**config.mk**
```make
export PLATFORM = sky130hd
export DESIGN_NAME = vec_irq_ctrl
export DESIGN_NICKNAME = d
export VERILOG_FILES = /design/src/rtl/vic_pkg.sv /design/src/rtl/vic_sync.sv /design/src/rtl/vic_regs.sv /design/src/rtl/vic_encode.sv /design/src/rtl/vec_irq_ctrl.sv
export SDC_FILE = /design/constraint.sdc
export NUM_CORES = 1
export LEC_CHECK = 0
export ABC_CLOCK_PERIOD_IN_PS = 3000
export BUFFER_PORTS_ARGS = -buffer_cell sky130_fd_sc_hd__buf_4
export CAP_MARGIN = 20
export CORE_MARGIN = 2
export CORE_UTILIZATION = 48
export DETAILED_ROUTE_END_ITERATION = 16
export HOLD_SLACK_MARGIN = 0.03
export PLACE_DENSITY = 0.75
export SLEW_MARGIN = 20
export SYNTH_ARGS = -nofsm -noshare
export SYNTH_HDL_FRONTEND = slang
export SYNTH_SLANG_ARGS = --single-unit
export TNS_END_PERCENT = 5
```
**constraint.sdc**
```tcl
create_clock -name clk_i -period 3 [get_ports clk_i]
set_clock_uncertainty 0.2 [all_clocks]
set_input_delay 0.3 -clock clk_i [delete_from_list [all_inputs] [get_ports clk_i]]
set_output_delay 0.3 -clock clk_i [all_outputs]
set_load 0.01 [all_outputs]
```
**src/rtl/vic_pkg.sv**
```systemverilog
package vic_pkg;
  localparam int unsigned DATA_W = 32;
  localparam int unsigned ADDR_W = 5;
  localparam int unsigned BE_W   = DATA_W / 8;
  localparam int unsigned VEC_W  = 8;

  typedef enum logic [2:0] {
    OFS_MASK   = 3'd0,
    OFS_RAW    = 3'd1,
    OFS_MASKED = 3'd2,
    OFS_NMI    = 3'd3,
    OFS_RSVD   = 3'd4
  } reg_ofs_e;
endpackage

```
**src/rtl/vic_sync.sv**
```systemverilog
module vic_sync #(
  parameter int unsigned WIDTH  = 32,
  parameter int unsigned STAGES = 2
) (
  input  logic             clk_i,
  input  logic             rst_ni,
  input  logic [WIDTH-1:0] d_i,
  output logic [WIDTH-1:0] q_o
);
  logic [WIDTH-1:0] stage_q [STAGES];

  always_ff @(posedge clk_i or negedge rst_ni) begin
    if (!rst_ni) begin
      for (int s = 0; s < STAGES; s++) stage_q[s] <= '0;
    end else begin
      stage_q[0] <= d_i;
      for (int s = 1; s < STAGES; s++) stage_q[s] <= stage_q[s-1];
    end
  end

  assign q_o = stage_q[STAGES-1];
endmodule

```
**src/rtl/vic_regs.sv**
```systemverilog
module vic_regs
  import vic_pkg::*;
#(
  parameter int unsigned N_LINES = 32,
  parameter int unsigned NMI_LO  = 30
) (
  input  logic               clk_i,
  input  logic               rst_ni,
  input  logic               req_i,
  input  logic               we_i,
  input  logic [ADDR_W-1:0]  addr_i,
  input  logic [BE_W-1:0]    be_i,
  input  logic [DATA_W-1:0]  wdata_i,
  output logic [DATA_W-1:0]  rdata_o,
  input  logic [N_LINES-1:0] sync_i,
  output logic [N_LINES-1:0] masked_o,
  output logic [N_LINES-1:0] nmi_q_o
);
  localparam int unsigned WORD_LSB = $clog2(BE_W);

  logic [N_LINES-1:0] mask_q, raw_q, nmi_q, raw_d, nmi_d;
  logic               aligned, mask_wr;
  logic [ADDR_W-WORD_LSB-1:0] word;
  logic               line0_unused;

  assign line0_unused = sync_i[0];

  // line n lands in pending bit n-1; top lines go to the nmi word at their own position
  for (genvar i = 0; i < N_LINES; i++) begin : g_route
    if (i + 1 < NMI_LO) begin : g_pend
      assign raw_d[i] = sync_i[i+1];
    end else begin : g_nopend
      assign raw_d[i] = 1'b0;
    end
    if (i >= NMI_LO) begin : g_nmi
      assign nmi_d[i] = sync_i[i];
    end else begin : g_nonmi
      assign nmi_d[i] = 1'b0;
    end
  end

  assign aligned = (addr_i[WORD_LSB-1:0] == '0);
  assign word    = addr_i[ADDR_W-1:WORD_LSB];
  assign mask_wr = req_i && we_i && aligned && (be_i == '1)
                   && (word == (ADDR_W-WORD_LSB)'(OFS_MASK));

  always_ff @(posedge clk_i or negedge rst_ni) begin
    if (!rst_ni) begin
      mask_q <= '0;
      raw_q  <= '0;
      nmi_q  <= '0;
    end else begin
      raw_q <= raw_d;
      nmi_q <= nmi_d;
      if (mask_wr) mask_q <= wdata_i[N_LINES-1:0];
    end
  end

  assign masked_o = raw_q & mask_q;
  assign nmi_q_o  = nmi_q;

  always_comb begin
    rdata_o = '0;
    if (aligned) begin
      unique case (word)
        (ADDR_W-WORD_LSB)'(OFS_MASK):   rdata_o = DATA_W'(mask_q);
        (ADDR_W-WORD_LSB)'(OFS_RAW):    rdata_o = DATA_W'(raw_q);
        (ADDR_W-WORD_LSB)'(OFS_MASKED): rdata_o = DATA_W'(masked_o);
        (ADDR_W-WORD_LSB)'(OFS_NMI):    rdata_o = DATA_W'(nmi_q);
        default:                        rdata_o = '0;
      endcase
    end
  end


  ignored_wr_chk: assert property (@(posedge clk_i) disable iff (!rst_ni)
    (req_i && we_i && !mask_wr) |=> $stable(mask_q));


  pend_follow_chk: assert property (@(posedge clk_i) disable iff (!rst_ni)
    sync_i[1] |=> raw_q[0]);


  mask_wr_chk: assert property (@(posedge clk_i) disable iff (!rst_ni)
    mask_wr |=> (mask_q == $past(wdata_i[N_LINES-1:0])));
endmodule

```
**src/rtl/vic_encode.sv**
```systemverilog
module vic_encode
  import vic_pkg::*;
#(
  parameter int unsigned N_LINES  = 32,
  parameter logic [VEC_W-1:0] VEC_BASE = 8'h30
) (
  input  logic               clk_i,
  input  logic               rst_ni,
  input  logic [N_LINES-1:0] masked_i,
  output logic [VEC_W-1:0]   vector_o,
  output logic               irq_o
);
  localparam int unsigned IDX_W = $clog2(N_LINES);

  logic [IDX_W-1:0] idx;
  logic             any, multi;
  logic [VEC_W-1:0] vec_d, vector_q;
  logic             irq_q;

  // index is only meaningful when a single bit is set
  always_comb begin
    idx = '0;
    for (int i = 0; i < N_LINES; i++)
      if (masked_i[i]) idx = idx | IDX_W'(i);
  end

  assign any   = |masked_i;
  assign multi = |(masked_i & (masked_i - 1'b1));

  always_comb begin
    if (!any)      vec_d = '0;
    else if (multi) vec_d = VEC_BASE;
    else            vec_d = VEC_BASE + VEC_W'(1) + VEC_W'(idx);
  end

  always_ff @(posedge clk_i or negedge rst_ni) begin
    if (!rst_ni) begin
      vector_q <= '0;
      irq_q    <= 1'b0;
    end else begin
      vector_q <= vec_d;
      irq_q    <= any;
    end
  end

  assign vector_o = vector_q;
  assign irq_o    = irq_q;


  shared_vec_chk: assert property (@(posedge clk_i) disable iff (!rst_ni)
    ($countones(masked_i) > 1) |=> (vector_q == VEC_BASE));


  single_vec_chk: assert property (@(posedge clk_i) disable iff (!rst_ni)
    $onehot(masked_i) |=> (irq_q && vector_q > VEC_BASE));


  idle_vec_chk: assert property (@(posedge clk_i) disable iff (!rst_ni)
    !irq_q |-> (vector_q == '0));
endmodule

```
**src/rtl/vec_irq_ctrl.sv**
```systemverilog
module vec_irq_ctrl
  import vic_pkg::*;
#(
  parameter int unsigned N_LINES  = 32,
  parameter int unsigned NMI_LO   = 30,
  parameter int unsigned SYNC_STG = 2,
  parameter logic [7:0]  VEC_BASE = 8'h30
) (
  input  logic        clk_i,
  input  logic        rst_ni,
  input  logic        req_i,
  input  logic        we_i,
  input  logic [4:0]  addr_i,
  input  logic [3:0]  be_i,
  input  logic [31:0] wdata_i,
  output logic [31:0] rdata_o,
  input  logic [31:0] lines_i,
  output logic        irq_o,
  output logic [7:0]  vector_o,
  output logic        nmi_o
);
  logic [N_LINES-1:0] sync_q, masked, nmi_bits;

  vic_sync #(.WIDTH(N_LINES), .STAGES(SYNC_STG)) u_sync (
    .clk_i(clk_i), .rst_ni(rst_ni), .d_i(lines_i[N_LINES-1:0]), .q_o(sync_q)
  );

  vic_regs #(.N_LINES(N_LINES), .NMI_LO(NMI_LO)) u_regs (
    .clk_i(clk_i), .rst_ni(rst_ni), .req_i(req_i), .we_i(we_i),
    .addr_i(addr_i), .be_i(be_i), .wdata_i(wdata_i), .rdata_o(rdata_o),
    .sync_i(sync_q), .masked_o(masked), .nmi_q_o(nmi_bits)
  );

  vic_encode #(.N_LINES(N_LINES), .VEC_BASE(VEC_BASE)) u_enc (
    .clk_i(clk_i), .rst_ni(rst_ni), .masked_i(masked),
    .vector_o(vector_o), .irq_o(irq_o)
  );

  assign nmi_o = |nmi_bits;


  nmi_raise_chk: assert property (@(posedge clk_i) disable iff (!rst_ni)
    (|sync_q[N_LINES-1:NMI_LO]) |=> nmi_o);


  nmi_drop_chk: assert property (@(posedge clk_i) disable iff (!rst_ni)
    !(|sync_q[N_LINES-1:NMI_LO]) |=> !nmi_o);
endmodule

```
==> Word level (Yosys, flattened, before mapping) <==
Cells that the tools add are included.
{ "classes": {"n_eq_ne": 4, "bitwise": 2, "n_mux": 37, "addsub": 2, "n_reduce_logical": 9} }
{ "ops": {"columns": ["cell", "count"], "rows": [
  ["$pmux 32 s4", 1],
  ["$mux 5", 16],
  ["$mux 32", 2],
  ["$reduce_or 32->1", 2],
  ["$and 29x32->32", 1],
  ["$and 32x32->32", 1],
  ["$mux 4", 8],
  ["$sub 32x1->32 const B", 1],
  ["$mux 8", 3],
  ["$mux 3", 4],
  ["$add 6x5->7 const A", 1],
  ["$eq 3x2->1 const B", 2],
  ["$eq 4x4->1 const B", 1],
  ["$logic_and 1x1->1", 4],
  ["$mux 2", 2],
  ["$eq 3x1->1 const B", 1],
  ["$logic_not 3->1", 1],
  ["$logic_not 2->1", 1],
  ["$reduce_or 2->1", 1],
  ["$mux 1", 1]
]} }
{ "totals": {"output_inout_bits": 42, "elab_cells": 61, "inputBits": 77, "ff_bits": 136} }

==> Longest topological paths before layout <==
Gate-level depths: netlist (run 1).
{ "depth": {"depth_word": 36, "mapped_depth": 7, "depth_no_buf": 7} }

==> Modules after synthesis <==
A second synthesis (run 1) with hierarchy kept.
{ "hier_totals": {"hier_cells": 522, "area_unflattened_um2": 6037.0} }
{ "modules_own_cells": {"columns": ["mod", "area_each_um2", "seq_area_each_um2", "n_inst", "cells_per_inst"], "rows": [
  ["vic_regs", 3196.8, 1576.5, 1, 305],
  ["vic_sync", 1841.8, 1601.5, 1, 96],
  ["vic_encode", 923.4, 200.2, 1, 110],
  ["vec_irq_ctrl", 75.1, 0.0, 1, 11]
]} }

==> Worst setup path after synthesis (run 1) <==
OpenSTA, ideal clock, no wires.
{ "synth_timing": {"kind": "register to register", "startpoint": "reg u_regs.mask_q[5]", "endpoint": "reg u_enc.vector_q[4], in the netlist u_enc.vector_o[4]", "path_stages_with_launch": 8, "setup_time_ns": 0.124, "t_required_ns": 2.676, "period_less_slack_ns": 2.876, "path_buffers": 1, "t_arrival_ns": 2.552, "slack_ns": 0.124, "cell_sequence": "dfrtp_1 a222oi_1 nand3_2 nor3_4 a41oi_1 or4_1 buf_6 o31a_1"} }
{ "synth_between": {"elab_chain_cells": 32, "word_cells_on_any_way": 36, "cone_classes": "add/sub: 2; mux: 30; bitwise: 2; reduce/logical: 2"} }
{ "synth_lines": {"columns": ["item", "line_no", "text"], "rows": [
  ["from (decl)", "vic_regs.sv:21", "logic [N_LINES-1:0] mask_q, raw_q, nmi_q, raw_d, nmi_d;"],
  ["from (signal assigned)", "vic_regs.sv:55", "if (mask_wr) mask_q <= wdata_i[N_LINES-1:0];"],
  ["$and 29x32->32 (*)", "vic_regs.sv:59", "assign masked_o = raw_q & mask_q;"],
  ["$mux 3 (3 in a row)", "vic_encode.sv:24", "if (masked_i[i]) idx = idx | IDX_W'(i);"],
  ["$mux 4 (8 in a row)", "vic_encode.sv:24", null],
  ["$mux 5 (16 in a row)", "vic_encode.sv:24", null],
  ["$add 6x5->7", "vic_encode.sv:33", "else vec_d = VEC_BASE + VEC_W'(1) + VEC_W'(idx);"],
  ["$mux 8", "vic_encode.sv:32", "else if (multi) vec_d = VEC_BASE;"],
  ["$mux 8", "vic_encode.sv:31", "if (!any) vec_d = '0;"],
  ["$mux 8 (*)", "vic_encode.sv:31", null],
  ["net u_enc.vec_d[4]", "vic_encode.sv:17", "logic [VEC_W-1:0] vec_d, vector_q;"],
  ["to (signal assigned)", "vic_encode.sv:41", "vector_q <= vec_d;"],
  ["to (decl)", "vic_encode.sv:17", null]
]} }
Mark *: on every way through the listed nets, which the timed path passes. The rest lies on a longest branch. The select of a mux whose other input is x is not followed.
A chain may end at the register's enable or synchronous reset.

==> Worst setup path after layout (run 1) <==
{ "layout_timing": {"startpoint": "reg u_regs.mask_q[1]", "endpoint": "reg u_enc.vector_q[4], in the netlist u_enc.vector_o[4]"} }
{ "layout_between": {"elab_chain_cells": 36, "word_cells_on_any_way": 40, "cone_classes": "add/sub: 2; mux: 34; bitwise: 2; reduce/logical: 2"} }
{ "layout_lines": {"columns": ["item", "line_no"], "rows": [
  ["$and 29x32->32 (*)", "vic_regs.sv:59"],
  ["$mux 1", "vic_encode.sv:24"],
  ["$mux 2 (2 in a row)", "vic_encode.sv:24"],
  ["$mux 3 (4 in a row)", "vic_encode.sv:24"],
  ["$mux 4 (8 in a row)", "vic_encode.sv:24"],
  ["$mux 5 (16 in a row)", "vic_encode.sv:24"],
  ["$add 6x5->7", "vic_encode.sv:33"],
  ["$mux 8", "vic_encode.sv:32"],
  ["$mux 8", "vic_encode.sv:31"],
  ["$mux 8 (*)", "vic_encode.sv:31"],
  ["net u_enc.vec_d[4]", "vic_encode.sv:17"]
]} }
Marked as above.

==> results of run 1 <==
-- worst max-delay path by stage --
stage                                   end  cells past startpoint              from
after floorplan           u_enc.vector_o[4]                      7  u_regs.mask_q[5]
after global placement    u_enc.vector_o[4]                      6   u_regs.raw_q[4]
after detailed placement  u_enc.vector_o[5]                      6  u_regs.mask_q[0]
after CTS                 u_enc.vector_o[4]                      6  u_regs.mask_q[0]
after global routing      u_enc.vector_o[4]                      7  u_regs.mask_q[1]
final                     u_enc.vector_o[4]                      7  u_regs.mask_q[1]
-- per-layer routing --
metal	wire length [um]	global-route usage (%)
met1	5750	33.7
met5	0	0
met4	276	10.3
met3	898	6.84
met2	7270	43.0
-- power breakdown --
part	internal, mW	total [mW]	switching, mW
combinational	0.202	0.368	0.167
clock	1.26	2.00	0.736
sequential	1.88	1.92	0.0455
total	3.34	4.29	0.948
-- per-stage QoR --
| step | utilization [%] | cell area, um^2 | instances | power [mW] | setup WS [ns] |
|---|---|---|---|---|---|
| 3_3_place_gp | 60.5 | 6270 | 671 | 2.24 | 0.114 |
| 5_1_grt | 72.4 | 7510 | 768 | 4.44 | -0.0112 |
| 4_1_cts | 72.2 | 7490 | 766 | 4.30 | 0.0117 |
| 2_1_floorplan | - | 5150 | 419 | 2.06 | 0.124 |
| 6_report | 72.4 | 7510 | 768 | 4.29 | 0.110 |
| 3_5_place_dp | 60.5 | 6270 | 671 | 2.25 | 0.0229 |
-- what timing repair did --
item	in CTS	in global routing
buffers inserted	0	2
gates resized for setup	0	1
hold buffers	64	0
endpoints found under the hold margin	105	0
endpoints found under the setup margin	0	6
-- critical path, stage by stage, from the launching register on --
cell and delay [ns]:
dfrtp_1 0.45, a222oi_1 0.31, buf_4 0.18, nand3_2 0.13
nor3_4 0.30, a41oi_1 0.14, or4_1 0.70, o31a_1 0.35
-- final cells by class --
class | count | area, um^2
well taps | 136 | 170
fillers | 689 | 2860
flip-flops and latches | 133 | 3330
clock inverters | 8 | 98.8
multi-input cells | 267 | 1750
clock buffers | 23 | 477
repair buffers | 200 | 1670
inverters | 1 | 3.75
-- cell usage in the layout, fill, tap and decap left out, types with 3 or more instances in the layout --
cell	n
o2111ai_1	3
a22oi_1	10
a32oi_1	12
nand3_1	16
dfrtp_1	133
xnor2_1	3
a21oi_1	23
a222oi_1	4
buf_4	135
dlygate4sd3_1	64
clkbuf_16	16
nand2b_1	12
nand4_1	8
nor2b_1	16
nor3_1	6
clkbuf_8	5
mux2_2	32
nor2_1	18
or4_1	3
o21ai_0	16
clkinv_2	3
nand2_1	51
-- sequential cells by signal, indices dropped and copies added (netlist names) --
signal and cells:
u_sync.stage_q 31, u_regs.mask_q 32, u_enc.irq_o 1, u_regs.nmi_q_o 2
u_enc.vector_o 7, u_regs.raw_q 29, u_sync.q_o 31
-- cells by family after synthesis --
kind of cell	count (synthesis)	synth area share, %
AND/OR/NAND/NOR	143	14.3
flip-flops	133	64.6
AO/OA/AOI/OAI	84	11.1
multiplexers	34	7.38
buffers and inverters	19	1.60
XOR/XNOR	3	0.510
adder cells (fa/ha/maj)	2	0.437
other	1	0.0728
==> out/qor.csv, run 1 <==
metric,value,unit
grt_pass1_wl,22700,um
cts.sinks,133,
rows,37,
path_max_fanout,7,
rr_startpoint,u_regs.mask_q[1],
synth_most_common_cell,dfrtp_1,
dr.pass1.iters,6,
ys.flop_type,dfrtp_1,
r2r_setup_slack,0.11,ns
initial_core_util,49.7,%
drive_above_1_share,32.4,%
num_antenna_cells,0,
yosysTopAreaCell,dfrtp_1,
clock_path_buffers,2,
power.density,572,nW/um^2
finalSetupTns,0,ns
max-slew-margin-rel,61.4,%
endpoint_kind,flop,
syn_area,5150,um^2
r2r_end,u_enc.vector_o[4],
syn_inst,419,
finalCritPeriodShare,96.3,%
area_delta_synth_final,45.6,%
syn_area_per_cell,12.3,um^2
ys_async_sr_fraction,100,%
setup_viol,0,
ys_types,45,
grt_start_max_net_pins,61,
final_antenna_net_count,0,
synth.top_cell.area_share,64.6,%
ys_top_cells_by_area,"dfrtp_1 65%, mux2_2 7.0%, nand2_1 3.7%",
ctsRootBufferMaster,clkbuf_8,
die-area,11600,um^2
grtUsageTotal,26.3,%
rr_worst_depth,7,
antenna_found_initial,0,
clk_pin_slew,0.06,ns
route.detailed.drc,0,
hold_violations,0,
synth-seq-area-share,64.6,%
drtIter0Drc,374,
cp-start-kind,flop,
crit_type,flop to flop,
core-area,10400,um^2
yosys-top-cells-count,"133 x dfrtp_1, 51 x nand2_1, 32 x mux2_2",
wirelength,14200,um
vias_per_cell,5.55,
worst_slew_pin_slew,0.573,ns
num_vias,4263,
maxCapViolations,0,
htreeDepth,4,
cts_buffers,17,
grt-ovfl-total,0,
clock.fmax,346,MHz
synth_seq_cells,133,
boundaryPins,119,
critPathRequiredTime,3.19,ns
synth_edf_count,0,
synth_nets,497,
grt_pass1_vias,4455,
min_period,2.89,ns
hold_ws,0.110,ns
die_w,108,um
cts_tree,built,
cp.arrival,3.08,ns
numPortBuffers,116,
clk_latency,0.52,ns
ys_warn_count,0,
maxSlewViolCount,0,
outcome,"complete, no violations",
hpwl,8680,um
fin_nets,698,
gp_congestion,0.894,
post_drt_wl_per_cell,18.5,um
hp-class,primary input to async pin,
die_y,108,um
leakage,3.49,nW
vdd_drop_max,380,uV
No activity file was read; power rests on OpenSTA's default activity.
==> run 2: changes to the inputs <==
CAP_MARGIN = 10   (was 20)
PLACE_DENSITY = 0.72   (was 0.75)
SLEW_MARGIN = default   (was 20)
==> run 2 against run 1 <==
Routed wire length is 6.5% lower. Worst setup slack better by 0.074 ns. Hold slack worse by 0.040 ns. Final cell count is 0.65% higher. Count of clock-buffer cells in the layout is 4 lower. Via count is 2.3% lower. Flip-flop and latch count stayed put. Total power is 0.75% lower. First-iteration DRC count is 20% lower. Largest power group unchanged.
==> out/qor.csv, run 2 (same netlist as run 1, synthesis figures left out) <==
metric,value,unit,change
clock_path_buffers,2,,unchanged
worst_slew_pin_slew,0.635,ns,+0.0617 ns
die_w,108,um,unchanged
clk_pin_slew,0.06,ns,about the same
setup_viol,0,,unchanged
finalCritPeriodShare,93.9,%,-2.5 points
hpwl,8380,um,-3.4%
rr_worst_depth,7,,unchanged
num_antenna_cells,0,,unchanged
largest_register,u_regs.mask_q,,
core-area,10400,um^2,unchanged
num_vias,4166,,-2.3%
p_int,3.25,mW,-2.8%
grt_pass1_wl,21800,um,-4.1%
vdd_drop_max,621,uV,+63%
numPortBuffers,116,,unchanged
cp-start-kind,flop,,
vias_per_cell,5.39,,-2.9%
post-place-cells,673,,+0.30%
outcome,"complete, no violations",,
largest_reg_flops,32,,unchanged
layout_common_cells,"139 x buf_4, 133 x dfrtp_1, 64 x dlygate4sd3_1",,
grt_start_max_net_pins,55,,-9.8%
cts_buffers,17,,unchanged
die_y,108,um,unchanged
setup_slack,0.184,ns,+0.0743 ns
crit_chain,a222oi_1 -> nand3_2 -> nor3_4 -> a41oi_1 -> or4_4 -> buf_4 -> nor3_1,,
antenna_found_initial,0,,unchanged
slowest_stage,or4_4,,
path_max_fanout,6,,-1
dp_worst_setup_slack,0.0215,ns,-0.00137 ns
slowest_delay,0.60,ns,-0.10 ns
clk_latency,0.52,ns,about the same
cp.arrival,3.04,ns,-0.04 ns
htreeDepth,4,,unchanged
dr.pass1.iters,5,,-1
endpoint_kind,flop,,
grt-ovfl-total,0,,unchanged
ctsRootBufferMaster,clkbuf_8,,
n_fill_cell,707,,+2.6%
boundaryPins,119,,unchanged
wirelength,13300,um,-6.5%
cts_tree,built,,
grt_pass1_vias,4471,,+0.36%
power.density,565,nW/um^2,-1.2%
final_antenna_net_count,0,,unchanged
drtIter0Drc,299,,-20%
layout_commonest_cell,buf_4,,
drive_above_1_share,33.4,%,+1.0 points
max-slew-margin-rel,57.3,%,-4.2 points
power_frac_clock,46.3,%,-0.3 points
p_comb_share,8.6,%,about the same
rows,37,,unchanged
fin_cells,773,,+0.65%
critPathRequiredTime,3.22,ns,+0.03 ns
clock.fmax,355,MHz,+2.6%
fin_nets,702,,+0.57%
cts.sinks,133,,unchanged
maxSlewViolCount,0,,unchanged
hold_violations,0,,unchanged
initial_core_util,49.7,%,unchanged
crit_type,flop to flop,,
post_drt_wl_per_cell,17.2,um,-7.1%
gp_congestion,0.878,,-1.8%
grtUsageTotal,25.1,%,-1.2 points
r2r_setup_slack,0.18,ns,+0.07 ns
route.detailed.drc,0,,unchanged
min_period,2.82,ns,-0.0743 ns
area_delta_synth_final,46.4,%,
switching_share,23.7,%,+1.6 points
r2r_end,u_enc.vector_o[1],,
leakage,3.51,nW,+0.55%
die-area,11600,um^2,unchanged
hp-class,primary input to async pin,,
pwr-share-seq,45.1,%,+0.3 points
finalSetupTns,0,ns,unchanged
switchingPower,1.01,mW,+6.4%
maxCapViolations,0,,unchanged
rr_startpoint,u_regs.mask_q[1],,
==> run 2: cell type report <==
cell class	count	area, um^2	share of cell area, %
sequential	133	3330	44.1
inverter	1	3.75	0.0498
tap	136	170	2.26
clock inverter	13	138	1.82
clock buffer	19	442	5.86
multi-input combinational	267	1760	23.3
timing repair buffer	204	1700	22.6
==> run 2: worst max-delay path: cells and delay by family (launching register included) <==
kind	cells	cell delay [ns]
buffers and inverters	1	0.17
AOI/OAI and AO/OA	2	0.63
DFF	1	0.44
and+or+nand+nor	4	1.27
==> run 2: power by group through the flow <==
stage	combinational (mW)	sequential, mW	clock [mW]
after detailed placement	0.292	1.95	0
after global placement	0.287	1.95	0
after global routing	0.402	1.93	2.11
final	0.366	1.92	1.97
after floorplan	0.107	1.95	0
after CTS	0.361	1.92	2.01
==> run 2: metrics by stage <==
stage               utilization, %  power (mW)  instance area, um^2  hold slack, ns
detailed placement            60.6        2.24                 6280          0.0773
floorplan                        -        2.06                 5150          -0.196
finish                        72.7        4.26                 7540          0.0704
global placement              60.6        2.24                 6280          0.0739
global route                  72.7        4.44                 7540          0.0874
CTS                           72.4        4.29                 7500          0.0653
==> run 2: layer usage <==
metal / part of all wire (%) / vias to the layer above / global-route usage, %
met4: 2.5 / 0 / 9.71
li1: - / 1924 / -
met1: 41 / 2050 / 31.6
met3: 5.9 / 25 / 7.81
met5: 0 / - / 0
met2: 51 / 167 / 40.6
==> run 2: worst max-delay path by stage <==
stage                startpoint                 to  depth (start not counted)
2_1_floorplan  u_regs.mask_q[5]  u_enc.vector_o[4]                          7
3_3_place_gp    u_regs.raw_q[4]  u_enc.vector_o[6]                          7
3_5_place_dp    u_regs.raw_q[4]  u_enc.vector_o[6]                          7
4_1_cts         u_regs.raw_q[4]  u_enc.vector_o[1]                          7
5_1_grt        u_regs.mask_q[1]  u_enc.vector_o[3]                          7
6_report       u_regs.mask_q[1]  u_enc.vector_o[1]                          7
==> run 2: timing repair <==
action	4_1_cts	5_1_grt
gates resized for setup	0	2
setup endpoints to repair	0	7
hold buffers	64	0
endpoints found under the hold margin	151	0
buffers inserted	0	4
==> run 3: changes to the inputs <==
ABC_CLOCK_PERIOD_IN_PS = 2900   (was 3000)
CORE_UTILIZATION = 53   (was 48)
MAX_ROUTING_LAYER = met4   (was default)
PLACE_DENSITY = 0.76   (was 0.72)
clock period = 2.9 ns   (was 3 ns; I/O delays follow)
==> run 3 against run 2 <==
Hold slack improved by 0.041 ns. Fmax rose by 0.19%. Design area rose by 0.63%. Die area fell by 9.1%. Clock power rose by 4%. Critical path depth rose by 1. Routed wire length rose by 14%. Via count rose by 3.5%. Critical path type unchanged.
==> out/qor.csv, run 3 (same netlist as run 1, synthesis figures left out) <==
metric,value,unit,change
cts_tree,built,,
clk_pin_slew,0.06,ns,about the same
crit_type,flop to flop,,
critPathRequiredTime,3.11,ns,-0.11 ns
ctsRootBufferMaster,clkbuf_8,,
path_max_fanout,5,,-1
layout_common_cells,"145 x buf_4, 133 x dfrtp_1, 64 x dlygate4sd3_1",,
die_y,103,um,-4.7%
core-area,9330,um^2,-10%
dpl-instance-area,6340,um^2,+0.90%
initial_core_util,55.3,%,+5.6 points
hpwl,8820,um,+5.2%
cp-start-kind,flop,,
num_vias,4310,,+3.5%
grt_pass1_wl,23800,um,+9.0%
die-area,10500,um^2,-9.1%
grt_start_max_net_pins,58,,+5.5%
drive_above_1_share,34.3,%,+0.88 points
hold_ws,0.111,ns,+0.0405 ns
power.density,582,nW/um^2,+3.1%
clock_path_buffers,2,,unchanged
largest_register,u_regs.mask_q,,
route.detailed.drc,0,,unchanged
antenna_found_initial,0,,unchanged
maxSlewViolCount,0,,unchanged
vias_per_cell,5.58,,+3.5%
vdd_drop_max,590,uV,-5.0%
clk_latency,0.54,ns,+0.02 ns
wirelength,15200,um,+14%
max-slew-margin-rel,50.1,%,-7.2 points
cts.sinks,133,,unchanged
gp_congestion,0.908,,+3.5%
cp.arrival,3.02,ns,-0.02 ns
hold_violations,0,,unchanged
grt-ovfl-total,0,,unchanged
setup_viol,0,,unchanged
leakage,3.55,nW,+0.99%
layout_commonest_cell,buf_4,,
fin_total_pwr,4.42,mW,+3.8%
finalCritPeriodShare,96.9,%,+3.1 points
boundaryPins,119,,unchanged
post_drt_wl_per_cell,19.7,um,+14%
maxCapViolations,0,,unchanged
die_w,103,um,-4.7%
fin_nets,709,,+1.0%
grt_pass1_vias,4583,,+2.5%
min_period,2.81,ns,-0.00529 ns
num_antenna_cells,0,,unchanged
largest_reg_flops,32,,unchanged
dr.pass1.iters,5,,unchanged
rows,35,,-5.4%
htreeDepth,4,,unchanged
grtUsageTotal,32.3,%,+7.2 points
area_delta_synth_final,47.3,%,
endpoint_kind,flop,,
numPortBuffers,116,,unchanged
final_antenna_net_count,0,,unchanged
outcome,"complete, no violations",,
design_area,7590,um^2,+0.63%
hp-class,primary input to flop,,
n_fill_cell,543,,-23%
drtIter0Drc,363,,+21%
worst_slew_pin_slew,0.749,ns,+0.114 ns
clock.fmax,356,MHz,+0.19%
cts_buffers,17,,unchanged
## run 3: cell types whose count changed in the layout (fill, tap and decap cells not counted), sizes merged
cell	change
bufinv	-1
inv	+2
clkbuf	-1
buf	+7
## run 3: power breakdown
| group | internal [mW] | switching (mW) |
|---|---|---|
| clock network | 1.12 | 0.919 |
| registers | 1.94 | 0.0466 |
| logic | 0.214 | 0.180 |
## run 3: layout make-up
type	instances	area, um^2	share of cell area, %
Tap cell	129	161	2.13
Multi-Input combinational cell	267	1760	23.2
Clock buffer	18	428	5.64
Timing Repair Buffer	211	1770	23.3
Inverter	1	3.75	0.0494
Clock inverter	14	138	1.81
Sequential cell	133	3330	43.8
## run 3: final timing paths
check / from / to / slack [ns] / cells past startpoint
setup / recovery: u_regs.mask_q[0] / u_enc.vector_o[4] / 0.09 / 8
hold / removal: we_i / u_regs.mask_q[13] / 0.11 / 4
setup reg to reg: u_regs.mask_q[0] / u_enc.vector_o[4] / 0.09 / 8
hold reg to reg: u_sync.q_o[13] / u_regs.raw_q[12] / 0.15 / 0
max in group asynchronous: rst_ni / u_sync.stage_q[37] / 1.58 / 3
min in group asynchronous: rst_ni / u_sync.q_o[4] / 0.17 / 2
## run 3: repair_timing
item | 4_1_cts | 5_1_grt
hold buffers | 64 | 0
setup endpoints to repair | 2 | 5
pin swaps | 2 | 4
setup buffers | 2 | 2
gates cloned | 0 | 0
gates resized for setup | 1 | 2
hold endpoints to repair | 116 | 0
## run 3: stage by stage
| step | utilization [%] | setup slack [ns] | TNS (ns) | std cells |
|---|---|---|---|---|
| after detailed placement | 68.0 | -0.0148 | -0.0148 | 673 |
| after global placement | 68.0 | 0.0793 | 0 | 673 |
| final | 81.4 | 0.0897 | 0 | 773 |
| after floorplan | - | 0.0236 | 0 | 419 |
| after global routing | 81.4 | -0.0265 | -0.0354 | 773 |
| after CTS | 81.1 | 0.0888 | 0 | 771 |
## run 3: layer usage
layer  vias up  part of all wire [%]  global-route usage (%)
li1       1934                     -                       -
met1      2141                    40                    38.2
met3        38                   5.4                    8.07
met4         0                   2.6                    14.3
met2       197                    52                    52.5
met5         -                     0                       -
## run 3: worst max-delay path: stages, from the launching register on
cell,delay [ns]
dfrtp_1,0.41
a222oi_1,0.48
buf_4,0.20
buf_4,0.09
buf_4,0.10
a41o_1,0.18
o2111ai_1,0.13
or4_4,0.56
o31a_1,0.34
